**src/rtl/spi_ee_pkg.sv**
```systemverilog
package spi_ee_pkg;
  localparam int BYTE_W = 8;
  localparam int ADDR_W = BYTE_W + 1;

  localparam logic [BYTE_W-1:0] OPC_RDSR = 8'h05;
  localparam logic [BYTE_W-1:0] OPC_WREN = 8'h06;
  localparam logic [BYTE_W-1:0] OPC_WRSR = 8'h01;
  localparam logic [2:0]        LOW_READ = 3'b011;
  localparam logic [2:0]        LOW_WRIT = 3'b010;

  typedef enum logic [2:0] {
    ST_OPC, ST_ADDR, ST_RDAT, ST_STAT, ST_WDAT, ST_SDAT, ST_WEN, ST_IGN
  } st_e;

  typedef enum logic [1:0] {
    WOP_NONE = 2'd0, WOP_WREN = 2'd1, WOP_WRITE = 2'd2, WOP_WRSR = 2'd3
  } wop_e;
endpackage

```
**src/rtl/spi_ee_edge.sv**
```systemverilog
module spi_ee_edge (
  input  logic clk,
  input  logic rst_n,
  input  logic sck,
  input  logic cs_n,
  output logic sck_rise,
  output logic sck_fall,
  output logic cs_rise
);
  logic sck_q, cs_q;

  always_ff @(posedge clk or negedge rst_n) begin
    if (!rst_n) begin
      sck_q <= 1'b0;
      cs_q  <= 1'b1;
    end else begin
      sck_q <= sck;
      cs_q  <= cs_n;
    end
  end

  assign sck_rise = !cs_n &&  sck && !sck_q;
  assign sck_fall = !cs_n && !sck &&  sck_q;
  assign cs_rise  =  cs_n && !cs_q;
endmodule

```
**src/rtl/spi_ee_fsm.sv**
```systemverilog
module spi_ee_fsm
  import spi_ee_pkg::*;
#(
  parameter int PAGE_W = 3
) (
  input  logic              clk,
  input  logic              rst_n,
  input  logic              cs_n,
  input  logic              cs_rise,
  input  logic              sck_rise,
  input  logic              si,
  input  logic              busy,
  input  logic              wr_allow,
  output st_e               st_o,
  output logic [2:0]        bit_o,
  output logic [ADDR_W-1:0] rd_addr_o,
  output logic              wr_byte_vld,
  output logic [ADDR_W-1:0] wr_addr,
  output logic [BYTE_W-1:0] wr_data,
  output logic              wr_commit,
  output wop_e              wr_op
);
  st_e               st_q, st_d;
  logic [2:0]        bit_q, bit_d;
  logic [BYTE_W-2:0] sh_q, sh_d;
  logic              a8_q, a8_d, rd_q, rd_d, have_q, have_d;
  logic [ADDR_W-1:0] addr_q, addr_d, waddr_q, waddr_d;
  logic [BYTE_W-1:0] wdata_q, wdata_d, byte_in;
  logic              wvld_q, wvld_d, wcom_q, wcom_d;
  wop_e              wop_q, wop_d;
  logic              byte_done;

  assign byte_in   = {sh_q, si};
  assign byte_done = sck_rise && (bit_q == 3'd7);

  always_comb begin
    st_d    = st_q;
    bit_d   = bit_q;
    sh_d    = sh_q;
    a8_d    = a8_q;
    rd_d    = rd_q;
    have_d  = have_q;
    addr_d  = addr_q;
    waddr_d = waddr_q;
    wdata_d = wdata_q;
    wvld_d  = 1'b0;
    wcom_d  = 1'b0;
    wop_d   = wop_q;
    if (cs_n) begin
      st_d   = ST_OPC;
      bit_d  = 3'd0;
      sh_d   = '0;
      have_d = 1'b0;
      if (cs_rise && bit_q == 3'd0) begin
        if (st_q == ST_WDAT && have_q) begin
          wcom_d = 1'b1;
          wop_d  = WOP_WRITE;
        end else if (st_q == ST_SDAT && have_q) begin
          wcom_d = 1'b1;
          wop_d  = WOP_WRSR;
        end else if (st_q == ST_WEN) begin
          wcom_d = 1'b1;
          wop_d  = WOP_WREN;
        end
      end
    end else if (sck_rise) begin
      bit_d = bit_q + 3'd1;
      sh_d  = byte_in[BYTE_W-2:0];
      if (byte_done) begin
        unique case (st_q)
          ST_OPC: begin
            if (busy && byte_in != OPC_RDSR) begin
              st_d = ST_IGN;
            end else if (byte_in[7:4] == 4'h0 && byte_in[2:0] == LOW_READ) begin
              st_d = ST_ADDR;
              a8_d = byte_in[3];
              rd_d = 1'b1;
            end else if (byte_in[7:4] == 4'h0 && byte_in[2:0] == LOW_WRIT) begin
              st_d = wr_allow ? ST_ADDR : ST_IGN;
              a8_d = byte_in[3];
              rd_d = 1'b0;
            end else if (byte_in == OPC_RDSR) begin
              st_d = ST_STAT;
            end else if (byte_in == OPC_WREN) begin
              st_d = ST_WEN;
            end else if (byte_in == OPC_WRSR) begin
              st_d = wr_allow ? ST_SDAT : ST_IGN;
            end else begin
              st_d = ST_IGN;
            end
          end
          ST_ADDR: begin
            addr_d = {a8_q, byte_in};
            st_d   = rd_q ? ST_RDAT : ST_WDAT;
          end
          ST_RDAT: addr_d = addr_q + 1'b1;
          ST_WDAT: begin
            wvld_d  = 1'b1;
            waddr_d = addr_q;
            wdata_d = byte_in;
            have_d  = 1'b1;
            addr_d  = {addr_q[ADDR_W-1:PAGE_W], addr_q[PAGE_W-1:0] + 1'b1};
          end
          ST_SDAT: begin
            if (!have_q) begin
              wvld_d  = 1'b1;
              waddr_d = '0;
              wdata_d = byte_in;
              have_d  = 1'b1;
            end
          end
          default: st_d = st_q;
        endcase
      end
    end
  end

  always_ff @(posedge clk or negedge rst_n) begin
    if (!rst_n) begin
      st_q    <= ST_OPC;
      bit_q   <= 3'd0;
      sh_q    <= '0;
      a8_q    <= 1'b0;
      rd_q    <= 1'b0;
      have_q  <= 1'b0;
      addr_q  <= '0;
      waddr_q <= '0;
      wdata_q <= '0;
      wvld_q  <= 1'b0;
      wcom_q  <= 1'b0;
      wop_q   <= WOP_NONE;
    end else begin
      st_q    <= st_d;
      bit_q   <= bit_d;
      sh_q    <= sh_d;
      a8_q    <= a8_d;
      rd_q    <= rd_d;
      have_q  <= have_d;
      addr_q  <= addr_d;
      waddr_q <= waddr_d;
      wdata_q <= wdata_d;
      wvld_q  <= wvld_d;
      wcom_q  <= wcom_d;
      wop_q   <= wop_d;
    end
  end

  assign st_o        = st_q;
  assign bit_o       = bit_q;
  assign rd_addr_o   = addr_q;
  assign wr_byte_vld = wvld_q;
  assign wr_addr     = waddr_q;
  assign wr_data     = wdata_q;
  assign wr_commit   = wcom_q;
  assign wr_op       = wop_q;

  // with a write in progress, only the status read may leave the opcode phase
  assert_busy_lockout_R5: assert property (@(posedge clk) disable iff (!rst_n)
    ($past(busy) && $past(st_q) == ST_OPC && !$past(cs_n)) |->
      (st_q == ST_OPC || st_q == ST_STAT || st_q == ST_IGN));

  // page write keeps the upper address bits fixed
  assert_page_fixed_R6: assert property (@(posedge clk) disable iff (!rst_n)
    (st_q == ST_WDAT && $past(st_q) == ST_WDAT) |->
      $stable(addr_q[ADDR_W-1:PAGE_W]));

  // a commit only follows a chip-select rise on a byte boundary
  assert_commit_on_cs_R7: assert property (@(posedge clk) disable iff (!rst_n)
    wr_commit |-> ($past(cs_n) && $past(bit_q) == 3'd0));

  // chip select high clears the bit counter
  assert_cs_resets_R10: assert property (@(posedge clk) disable iff (!rst_n)
    $past(cs_n) |-> (bit_q == 3'd0 && st_q == ST_OPC));
endmodule

```
**src/rtl/spi_ee_sout.sv**
```systemverilog
module spi_ee_sout
  import spi_ee_pkg::*;
(
  input  logic              clk,
  input  logic              rst_n,
  input  logic              cs_n,
  input  logic              sck_fall,
  input  st_e               st,
  input  logic [2:0]        bit_cnt,
  input  logic [BYTE_W-1:0] rd_data,
  input  logic [BYTE_W-1:0] stat_byte,
  output logic              so,
  output logic              so_oe
);
  logic [BYTE_W-1:0] sr_q, sr_d;
  logic              oe_q, oe_d;
  logic              talk;

  assign talk = (st == ST_RDAT) || (st == ST_STAT);

  always_comb begin
    sr_d = sr_q;
    oe_d = oe_q;
    if (cs_n) begin
      sr_d = '0;
      oe_d = 1'b0;
    end else if (sck_fall && talk) begin
      oe_d = 1'b1;
      if (bit_cnt == 3'd0) sr_d = (st == ST_RDAT) ? rd_data : stat_byte;
      else                 sr_d = {sr_q[BYTE_W-2:0], 1'b0};
    end
  end

  always_ff @(posedge clk or negedge rst_n) begin
    if (!rst_n) begin
      sr_q <= '0;
      oe_q <= 1'b0;
    end else begin
      sr_q <= sr_d;
      oe_q <= oe_d;
    end
  end

  assign so    = sr_q[BYTE_W-1];
  assign so_oe = oe_q;

  // output released whenever chip select is high
  assert_oe_off_deselected_R9: assert property (@(posedge clk) disable iff (!rst_n)
    cs_n |=> !so_oe);

  // driven output only moves after a serial clock falling edge
  assert_so_on_fall_R9: assert property (@(posedge clk) disable iff (!rst_n)
    (so_oe && $past(so_oe) && !$past(sck_fall)) |-> $stable(so));
endmodule

```
**src/rtl/spi_ee_front.sv**
```systemverilog
module spi_ee_front
  import spi_ee_pkg::*;
#(
  parameter int PAGE_W = 3
) (
  input  logic                  clk,
  input  logic                  rst_n,
  input  logic                  spi_cs_n,
  input  logic                  spi_sck,
  input  logic                  spi_si,
  output logic                  spi_so,
  output logic                  spi_so_oe,
  output logic [ADDR_W-1:0]     mem_rd_addr,
  input  logic [BYTE_W-1:0]     mem_rd_data,
  input  logic [BYTE_W-1:0]     stat_byte,
  input  logic                  wr_allow,
  output logic                  wr_byte_vld,
  output logic [ADDR_W-1:0]     wr_addr,
  output logic [BYTE_W-1:0]     wr_data,
  output logic                  wr_commit,
  output logic [1:0]            wr_op
);
  logic [1:0] rst_pipe;
  logic       rst_s;
  logic       sck_rise, sck_fall, cs_rise;
  st_e        st;
  logic [2:0] bit_cnt;
  wop_e       op_e;

  always_ff @(posedge clk or negedge rst_n) begin
    if (!rst_n) rst_pipe <= 2'b00;
    else        rst_pipe <= {rst_pipe[0], 1'b1};
  end
  assign rst_s = rst_pipe[1];

  spi_ee_edge u_edge (
    .clk(clk), .rst_n(rst_s), .sck(spi_sck), .cs_n(spi_cs_n),
    .sck_rise(sck_rise), .sck_fall(sck_fall), .cs_rise(cs_rise)
  );

  spi_ee_fsm #(.PAGE_W(PAGE_W)) u_fsm (
    .clk(clk), .rst_n(rst_s), .cs_n(spi_cs_n), .cs_rise(cs_rise),
    .sck_rise(sck_rise), .si(spi_si), .busy(stat_byte[0]), .wr_allow(wr_allow),
    .st_o(st), .bit_o(bit_cnt), .rd_addr_o(mem_rd_addr),
    .wr_byte_vld(wr_byte_vld), .wr_addr(wr_addr), .wr_data(wr_data),
    .wr_commit(wr_commit), .wr_op(op_e)
  );

  spi_ee_sout u_sout (
    .clk(clk), .rst_n(rst_s), .cs_n(spi_cs_n), .sck_fall(sck_fall),
    .st(st), .bit_cnt(bit_cnt), .rd_data(mem_rd_data), .stat_byte(stat_byte),
    .so(spi_so), .so_oe(spi_so_oe)
  );

  assign wr_op = op_e;

  // a byte delivery and a commit never share a cycle
  assert_pulse_exclusive_R7: assert property (@(posedge clk) disable iff (!rst_s)
    !(wr_byte_vld && wr_commit));
endmodule

```
**config.mk**
```make
export PLATFORM = sky130hd
export DESIGN_NAME = spi_ee_front
export DESIGN_NICKNAME = d
export VERILOG_FILES = /design/src/rtl/spi_ee_pkg.sv /design/src/rtl/spi_ee_edge.sv /design/src/rtl/spi_ee_fsm.sv /design/src/rtl/spi_ee_sout.sv /design/src/rtl/spi_ee_front.sv
export SDC_FILE = /design/constraint.sdc
export NUM_CORES = 1
export LEC_CHECK = 0
export BUFFER_PORTS_ARGS = -buffer_cell sky130_fd_sc_hd__buf_2
export CORE_ASPECT_RATIO = 0.9
export CORE_UTILIZATION = 52
export CTS_CLUSTER_SIZE = 14
export DETAILED_ROUTE_END_ITERATION = 12
export PLACE_DENSITY = 0.76
export SLEW_MARGIN = 25
export SYNTH_ARGS = -nofsm -noshare
export SYNTH_HDL_FRONTEND = slang
export SYNTH_SLANG_ARGS = --single-unit
export TNS_END_PERCENT = 5
```
**constraint.sdc**
```tcl
create_clock -name clk -period 4.5 [get_ports clk]
set_clock_uncertainty 0.2 [all_clocks]
set_input_delay 0.675 -clock clk [delete_from_list [all_inputs] [get_ports clk]]
set_output_delay 0.675 -clock clk [all_outputs]
set_load 0.05 [all_outputs]
```
# [After elaboration in Yosys (flattened, before gate mapping)]
# Cells that the tools add are included.
[totals] ff_bits=59 inputBits=22 output_inout_bits=32 elab_cells=126
[op_classes] addsub=3 n_eq_ne=14 muxes=49 bitwise_logic=3 n_reduce_logical=39
[op_table] operator="$mux 8" count=5
[op_table] operator="$mux 3" count=13
[op_table] operator="$pmux 9 s3" count=1
[op_table] operator="$mux 1" count=19
[op_table] operator="$pmux 9 s2" count=1
[op_table] operator="$eq 8x3->1 const B" count=2
[op_table] operator="$pmux 8 s2" count=1
[op_table] operator="$mux 7" count=2
[op_table] operator="$reduce_bool 2->1" count=7
[op_table] operator="$logic_and 1x1->1" count=13
[op_table] operator="$eq 3x2->1 const B" count=4
[op_table] operator="$eq 3x3->1 const B" count=4
[op_table] operator="$reduce_and 5->1" count=2
[op_table] operator="$add 9x1->9 const B" count=1
[op_table] operator="$mux 9" count=1
[op_table] operator="$reduce_and 3->1" count=3
[op_table] operator="$reduce_bool 3->1" count=3
[op_table] operator="$eq 8x1->1 const B" count=1
[op_table] operator="$mux 2" count=4
[op_table] operator="$ne 8x3->1 const B" count=1
[op_table] operator="$add 3x1->3 const B" count=2
[op_table] operator="$logic_not 3->1" count=2
[op_table] operator="$pmux 3 s2" count=1
[op_table] operator="$reduce_and 6->1" count=1
[op_table] operator="other kinds (9)" count=14

# [Depth between registers and ports, before layout]
# Gate-level depths: netlist of run 1.
[logic_depth] word_depth=11 depth_mapped=9

# [By module]
# A second synthesis of run 1 with hierarchy kept.
[unflattened] hier_cells=267 hier_area_um2=2889.0
[modules_own_cells] module="spi_ee_fsm" n_inst=1 cells_per_inst=210 area_each_um2=2228.4
[modules_own_cells] module="spi_ee_sout" n_inst=1 cells_per_inst=49 area_each_um2=534.3
[modules_own_cells] module="spi_ee_edge" n_inst=1 cells_per_inst=5 area_each_um2=72.6
[modules_own_cells] module="spi_ee_front" n_inst=1 cells_per_inst=3 area_each_um2=53.8

# [Least setup slack after synthesis of run 1]
# No wires, ideal clock.
[synth_timing] path_kind="input port to flip-flop" from="input port spi_cs_n" to="register u_fsm.a8_q" setup_ps=125 arrival_time_ps=1806 path_slack_ps=2369 path_stages=5 n_path_buf=1 cell_sequence="and4bb_1 buf_2 nand3_2 or3_4 mux2_4"
[synth_between] elab_chain_len=5 elab_cells_between_ends=6 classes_between="1 x bitwise; 5 x reduce/logical"
[synth_rtl] element="start, declared" line_no="spi_ee_front.sv:8" text="input logic spi_cs_n,"
[synth_rtl] element="$logic_not 1->1" line_no="spi_ee_edge.sv:22" text="assign sck_rise = !cs_n && sck && !sck_q;"
[synth_rtl] element="$logic_and 1x1->1 (2 in series)" line_no="spi_ee_edge.sv:22"
[synth_rtl] element="$logic_and 1x1->1" line_no="spi_ee_fsm.sv:34" text="assign byte_done = sck_rise && (bit_q == 3'd7);"
[synth_rtl] element="$reduce_and 6->1 (no line) *"
[synth_rtl] element="end signal, assigned" line_no="spi_ee_fsm.sv:123" text="a8_q <= 1'b0;"
[synth_rtl] element="end signal, assigned" line_no="spi_ee_fsm.sv:136" text="a8_q <= a8_d;"
[synth_rtl] element="end, declared" line_no="spi_ee_fsm.sv:26" text="logic a8_q, a8_d, rd_q, rd_d, have_q, have_d;"
# Mark *: on every way between the ends. The rest lies on a longest branch, timed or not.
# A chain may end at the register's enable or synchronous reset.

# [Final worst setup path of run 1]
[layout_timing] from="register u_fsm.bit_q[0] (netlist: u_fsm.bit_o[0])" to="register u_fsm.wdata_q[7] (netlist: u_fsm.wr_data[7])"
[layout_between] elab_chain_len=3
[layout_rtl] element="start, declared" line_no="spi_ee_fsm.sv:24" text="logic [2:0] bit_q, bit_d;"
[layout_rtl] element="start signal, assigned" line_no="spi_ee_fsm.sv:134" text="bit_q <= bit_d;"
[layout_rtl] element="$eq 3x3->1" line_no="spi_ee_fsm.sv:34"
[layout_rtl] element="$logic_and 1x1->1" line_no="spi_ee_fsm.sv:34"
[layout_rtl] element="$reduce_and 5->1 (no line)"
[layout_rtl] element="end signal, assigned" line_no="spi_ee_fsm.sv:141" text="wdata_q <= wdata_d;"
[layout_rtl] element="end, declared" line_no="spi_ee_fsm.sv:28" text="logic [BYTE_W-1:0] wdata_q, wdata_d, byte_in;"
# No other way between the ends.

==> results of run 1 <==
[power groups by stage]
stage               Combinational, uW  Sequential, uW  Clock [uW]
floorplan                        25.8             552           0
global placement                 47.5             547           0
detailed placement               49.9             547           0
CTS                              50.6             537         512
global route                     57.1             537         535
finish                           50.0             537         500
[worst register-to-register path: stages (launching register included)]
cell      delay (ps)
dfrtp_1          400
ha_1             210
ha_1             220
and4bb_1         320
nand2_1          120
a21o_1           520
mux2_2           410
[final timing paths]
| kind | from | to | slack (ps) | cells past startpoint |
|---|---|---|---|---|
| max in group asynchronous | rst_pipe[1]$_DFF_PN0_ | u_sout.sr_q[2]$_DFFE_PN0P_ | 3430 | 1 |
| worst max register to register | u_fsm.bit_o[0]$_DFFE_PN0P_ | u_fsm.wr_data[7]$_DFFE_PN0P_ | 1980 | 6 |
| worst min register to register | rst_pipe[0]$_DFF_PN0_ | rst_pipe[1]$_DFF_PN0_ | 150 | 0 |
| worst max-delay path | u_fsm.bit_o[0]$_DFFE_PN0P_ | u_fsm.wr_data[7]$_DFFE_PN0P_ | 1980 | 6 |
| worst min-delay path | rst_pipe[0]$_DFF_PN0_ | rst_pipe[1]$_DFF_PN0_ | 150 | 0 |
| min in group asynchronous | rst_pipe[1]$_DFF_PN0_ | u_fsm.wr_data[7]$_DFFE_PN0P_ | 190 | 1 |
[layout make-up]
cell class,instances,area (um^2)
flip-flops and latches,59,1479
fillers,450,1943
repair buffers,55,282.8
well taps,67,83.83
multi-input cells,194,1266
clock buffers,12,165.2
clock inverters,4,47.55
inverters,5,18.77
[cells by family after synthesis]
group	Yosys count	synth area share, %
AO/OA/AOI/OAI	80	18.05
other	1	0.1313
multiplexers	18	7.184
XOR/XNOR	1	0.3067
buffers and inverters	24	4.030
AND/OR/NAND/NOR	90	16.82
adder cells (fa/ha/maj)	4	1.752
flip-flops	59	51.73
[registers in the layout (all words and copies together), names as in the netlist]
name,cells
u_sout.so_oe,1
u_fsm.rd_q,1
u_fsm.wr_byte_vld,1
u_edge.cs_q,1
u_fsm.wr_data,8
u_fsm.rd_addr_o,9
u_fsm.a8_q,1
u_fsm.wr_addr,9
u_fsm.have_q,1
rst_pipe,2
u_fsm.sh_q,7
u_fsm.wr_commit,1
u_sout.sr_q,8
u_fsm.wr_op,2
u_fsm.bit_o,3
u_fsm.st_o,3
u_edge.sck_q,1
[cells in the mapped netlist (2+ instances only)]
cell / n
buf_2: 5
nor2b_1: 7
mux2_4: 3
nor4bb_1: 2
nor4_1: 2
o21ai_0: 13
mux2_2: 8
or3b_1: 2
nand3b_1: 2
o32ai_1: 3
and3_1: 2
dfrtp_1: 58
ha_1: 4
a22o_1: 16
nand3_2: 2
inv_1: 5
clkbuf_1: 10
nand3_1: 6
a21oi_1: 31
o21bai_1: 2
mux2i_1: 7
a2bb2oi_1: 2
nor3_1: 3
buf_6: 2
nand2_1: 32
o22ai_1: 3
nor2_1: 21
[per-stage QoR]
step	utilization [%]	instances	setup slack (ps)
after global routing	63.24	396	1857
after CTS	63.20	396	1976
final	63.24	396	1984
after floorplan	-	277	2369
after global placement	58.98	379	1855
after detailed placement	58.98	379	1773
[per-layer routing]
metal / GRT usage (%) / up-vias / share of wire, %
li1: - / 1095 / -
met1: 31.17 / 1104 / 44
met2: 34.57 / 88 / 47
met3: 7.925 / 13 / 6.9
met4: 11.51 / 0 / 2.4
met5: 0 / - / 0
[timing repair]
action / 4_1_cts / 5_1_grt
hold buffers: 1 / 0
setup buffers: 0 / 0
hold endpoints to repair: 2 / 0
==> metrics.md, run 1 <==
| Metric | Value |
|---|---|
| Status | `finished, final reports clean` |
| Clk_lat worst skew | `roughly 340 ps` |
| Worst path cell trace | `ha_1, ha_1, and4bb_1, nand2_1, a21o_1, mux2_2` |
| Inserted Clock Buffers | `9` |
| Hold Vio Cnt, Final | `0` |
| Synth Flop Type | `dfrtp_1` |
| Synth Instances | `about 280` |
| Slew Limit Fails | `0` |
| Leakage | `roughly 0.0017 uW` |
| Data arrival, critical path | `around 2500 ps` |
| Register area share after synthesis | `between 50% and 60%` |
| Rows | `25` |
| Avg WL per Cell | `15.33 um` |
| Post-synth top area cell | `dfrtp_1` |
| Worst path buffer plus inverter count | `0` |
| Core Area | `0.005286 mm^2` |
| Delay-heaviest family, CP | `compound AO/OA/AOI/OAI gates` |
| Pin slew with the least headroom to its limit | `roughly 930 ps` |
| Routed vias/inst | `roughly 5.8` |
| Setup TNS | `0 ps` |
| DRC | `0` |
| Vias | `2300` |
| Die height | `72.32 um` |
| Most frequent cells in the layout | `57 x dfrtp_1, 53 x buf_2, 32 x nand2_1, 31 x a21oi_1, 21 x nor2_1` |
| Pin count of the biggest net entering global routing | `58` |
| Bufs on Longest Clock Path | `2` |
| Gr usage total | `around a quarter` |
| Max stage delay cell, worst path | `a21o_1` |
| Post-cts sizing count | `0` |
| YS warnings | `0` |
| Commonest non-fill, non-tap cell in the layout | `dfrtp_1` |
| TritonRoute pass-1 iters | `4` |
| Clk pin slew, worst setup/hold paths | `roughly 60 ps` |
| Crit Path Max Fanout | `18` |
| Mapped Area | `around 0.0029 mm^2` |
| Post-DRT Antenna Nets | `0` |
| I/O pins | `54` |
| VDD IR max | `around 0.00019 V` |
| Die Width | `80.13 um` |
| DP Area | `0.003118 mm^2` |
| TritonCTS clock tree | `yes` |
| Post-synth EDFFs | `0` |
| Drt total wl | `roughly 6.1 mm` |
| Final Cell Area | `about 0.0033 mm^2` |
| Port Buffers | `53` |
| CTS HTree Levels | `3` |
| Ranking of synthesized cells by area | `dfrtp_1 51%, a21oi_1 5.4%, a22o_1 4.9%` |
| Final period util | `a little under three fifths` |
| Combinational share of power | `under 10%` |
| Mean Syn Cell Area | `just over 10 um^2` |
| Initial antenna violation count | `0` |
| Most used cell, CP | `ha_1` |
| Synthesized flop and latch total | `between 50 and 60` |
| DR iter-0 viols | `~200` |
| CTS Sinks | `59` |
| CP Class | `flop to flop` |
| Min-delay worst type | `flop to flop` |
| CP peak stage delay | `about 520 ps` |
| Antenna diode count | `0` |
| Fmax achieved | `around 0.4 GHz` |
| Pwr dens | `325.1 mW/mm^2` |
| Synth cell types | `slightly above 50` |
| CP required | `between 4000 and 5000 ps` |
| Sequential power share | `approximately half` |
| Post-synth top area share | `about half` |
| Post-layout power | `around 1100 uW` |
| Die area | `between 0.005 and 0.006 mm^2` |
| Net Count, Synth | `303` |
| GP Congestion | `between 0.8 and 0.9` |
| Max-Slew Margin vs Limit | `between 30 and 40%` |
| First-pass GRT wire length | `10.05 mm` |
| Effective utilization at floorplan | `54.04%` |
| Vias in the first global route | `about 2100` |
| Int Power | `850.6 uW` |
| Root Driver | `clkbuf_8` |
| Share of post-route cells with drive strength above 1 | `between 20% and 30%` |
| RSZ-0062 raised after global routing | `false` |
| Psw | `236.4 uW` |
| Crit path capture type | `flop` |
| Startpoint type of the worst setup path | `flop` |
| Fraction of registers with async set/reset | `between 90% and 100%` |
| Layout Nets | `350` |
| Overflow after GRT | `0` |
| Hold Worst Slack | `152.6 ps` |
| MaxCap Viol Count | `0` |
| Post-DP HPWL | `around 4.1 mm` |
| Clock power frac | `46.0%` |
| Sw Ratio | `between 20% and 30%` |
| Layout area overhead | `17.04%` |
| Final setup fails | `0` |
| Post-layout minimum cycle time | `around 2500 ps` |
Note: power is estimated with default switching activity, not from simulation.
==> run 2: changes to the inputs <==
Clock period 4.5 ns to 2.35 ns, I/O delays scaled along.
==> run 2 against run 1 <==
  * The flow now finishes with violations (negative hold slack)
  * Critical path depth did not move
  * Maximum frequency increased by 16%
  * Via count up 1.3%
  * Cell count increased by 2.8%
  * Routed wire length grew 3.2%
  * Global-route usage is 0.53 points higher
  * Cell area increased by 4.3%
  * Worst setup slack got worse by 1800 ps
  * Power up 110%
  * Die area is the same
  * Sequential cell count unchanged
  * Non-clock buffer count increased by 11
==> metrics.md, run 2 (synthesized netlist as in run 1, its figures left out) <==
| Metric | Value |
|---|---|
| VDD IR max | `0.0005513 V (+190%)` |
| Most frequent cells in the layout | `57 x dfrtp_1, 53 x buf_2, 32 x nand2_1, 31 x a21oi_1, 21 x nor2_1` |
| Die area | `0.005794 mm^2 (unchanged)` |
| Clk_lat worst skew | `340 ps (about the same)` |
| Effective utilization at floorplan | `54.04% (unchanged)` |
| Layout Nets | `361 (+3.1%)` |
| Routed vias/inst | `5.727 (-1.4%)` |
| Die height | `72.32 um (unchanged)` |
| I/O pins | `54 (unchanged)` |
| Post-DRT Antenna Nets | `0 (unchanged)` |
| Root Driver | `clkbuf_8` |
| Post-layout minimum cycle time | `2163 ps (-353.4 ps)` |
| Post-DP HPWL | `4.317 mm (+4.1%)` |
| Area of the multi-input gates | `0.001264 mm^2 (-0.20%)` |
| DR iter-0 viols | `163 (-17%)` |
| DRC | `0 (unchanged)` |
| Share of post-route cells with drive strength above 1 | `28.53% (+1.8 points)` |
| Setup TNS | `0 ps (unchanged)` |
| Drt total wl | `6.265 mm (+3.2%)` |
| Pin count of the biggest net entering global routing | `42 (-28%)` |
| FF+latch area | `0.001479 mm^2 (unchanged)` |
| Fill cells | `444 (-1.3%)` |
| Final setup fails | `0 (unchanged)` |
| Max stage delay cell, worst path | `dfrtp_1` |
| Most used cell, CP | `ha_1` |
| Gr usage total | `24.00% (+0.53 points)` |
| Layout area overhead | `22.03%` |
| Fmax achieved | `0.4624 GHz (+16%)` |
| Setup slack at placement | `198.4 ps (-1575 ps)` |
| Failing checks | `negative hold slack` |
| Overflow after GRT | `0 (unchanged)` |
| Final period util | `92.03% (+36 points)` |
| Status | `finished with violations` |
| Core Area | `0.005286 mm^2 (unchanged)` |
| Min-delay worst type | `flop to asynchronous set/reset pin` |
| CP required | `2370 ps (-2160 ps)` |
| Crit Path Max Fanout | `9 (-9)` |
| Hold Vio Cnt, Final | `16 (+16)` |
| RSZ-0062 raised after global routing | `false` |
| CP Class | `flop to flop` |
| Inserted Clock Buffers | `9 (unchanged)` |
| Hold Worst Slack | `-8.130 ps (-160.7 ps)` |
| Post-cts sizing count | `0 (unchanged)` |
| Commonest non-fill, non-tap cell in the layout | `dfrtp_1` |
| Clk pin slew, worst setup/hold paths | `60 ps (about the same)` |
| Rows | `25 (unchanged)` |
| Antenna diode count | `0 (unchanged)` |
| GP Congestion | `0.8531 (about the same)` |
| CTS Sinks | `59 (unchanged)` |
| Leakage | `0.001783 uW (+4.6%)` |
| Worst Setup Slack, final | `187.3 ps (-1797 ps)` |
| Bufs on Longest Clock Path | `2 (unchanged)` |
| TritonRoute pass-1 iters | `4 (unchanged)` |
| Initial antenna violation count | `0 (unchanged)` |
| Data arrival, critical path | `2180 ps (-360 ps)` |
| TritonCTS clock tree | `yes` |
| Port Buffers | `53 (unchanged)` |
| First-pass GRT wire length | `10.37 mm (+3.2%)` |
| MaxCap Viol Count | `0 (unchanged)` |
| Startpoint type of the worst setup path | `flop` |
| CP peak stage delay | `390 ps (-130 ps)` |
| Pin slew with the least headroom to its limit | `699.9 ps (-231.5 ps)` |
| Crit path capture type | `flop` |
| Die Width | `80.13 um (unchanged)` |
| Avg WL per Cell | `15.39 um (+0.42%)` |
| Slew Limit Fails | `0 (unchanged)` |
| CTS HTree Levels | `3 (unchanged)` |
| Worst path cell trace | `ha_1, ha_1, and4bb_1, nand2_1, a21o_1, mux2_2` |
| Vias in the first global route | `2123 (+0.28%)` |
| Vias | `2331 (+1.3%)` |
| Max-Slew Margin vs Limit | `53.24% (+15 points)` |
| Pwr dens | `663.8 mW/mm^2 (+100%)` |
-- run 2: cell type report --
cell class | instances | area share [%]
clock buffers | 12 | 4.738
clock inverters | 4 | 2.728
inverters | 5 | 0.5384
multi-input cells | 194 | 36.25
flip-flops and latches | 59 | 42.43
well taps | 67 | 2.405
repair buffers | 66 | 10.91
-- run 2: per-layer routing --
metal,vias to the layer above,global-route usage [%],wire [um]
met1,1148,34.14,2881
met4,0,9.921,100
met3,14,6.541,306
met5,-,0,0
li1,1107,-,-
met2,62,34.85,2976
-- run 2: power by group --
group,internal (uW),switching [uW],total [uW]
logic,40.7,60.5,101
clock network,789,389,1180
registers,1020,11.2,1030
-- run 2: final timing paths --
| path | start | slack (ps) | depth (start not counted) | to |
|---|---|---|---|---|
| max in group asynchronous | rst_pipe[1]$_DFF_PN0_ | 1350 | 1 | u_edge.cs_q$_DFF_PN1_ |
| min in group clk | rst_pipe[0]$_DFF_PN0_ | 140 | 0 | rst_pipe[1]$_DFF_PN0_ |
| worst min-delay path | rst_pipe[1]$_DFF_PN0_ | -8 | 0 | u_fsm.rd_addr_o[6]$_DFFE_PN0P_ |
| worst min register to register | rst_pipe[1]$_DFF_PN0_ | -8 | 0 | u_fsm.rd_addr_o[6]$_DFFE_PN0P_ |
| worst max-delay path | u_fsm.bit_o[0]$_DFFE_PN0P_ | 190 | 6 | u_fsm.wr_data[3]$_DFFE_PN0P_ |
| worst max register to register | u_fsm.bit_o[0]$_DFFE_PN0P_ | 190 | 6 | u_fsm.wr_data[3]$_DFFE_PN0P_ |
-- run 2: what timing repair did --
action,4_1_cts,5_1_grt
buffers inserted,0,0
hold buffers,2,0
endpoints found under the hold margin,3,0
-- run 2: critical path, delay by kind of cell, from the launching register on --
kind / cells / cell delay (ps)
and+or+nand+nor: 2 / 350
AOI/OAI and AO/OA: 1 / 320
muxes: 1 / 380
adders and majority gates: 2 / 400
DFF: 1 / 390
-- run 2: stage by stage --
stage	util, %	instance area [um^2]	power [uW]	std cells
4_1_cts	65.94	3486	2338	407
6_report	65.94	3486	2314	407
5_1_grt	65.94	3486	2397	407
3_5_place_dp	60.64	3206	1151	389
2_1_floorplan	-	2856	1107	277
3_3_place_gp	60.64	3206	1146	389
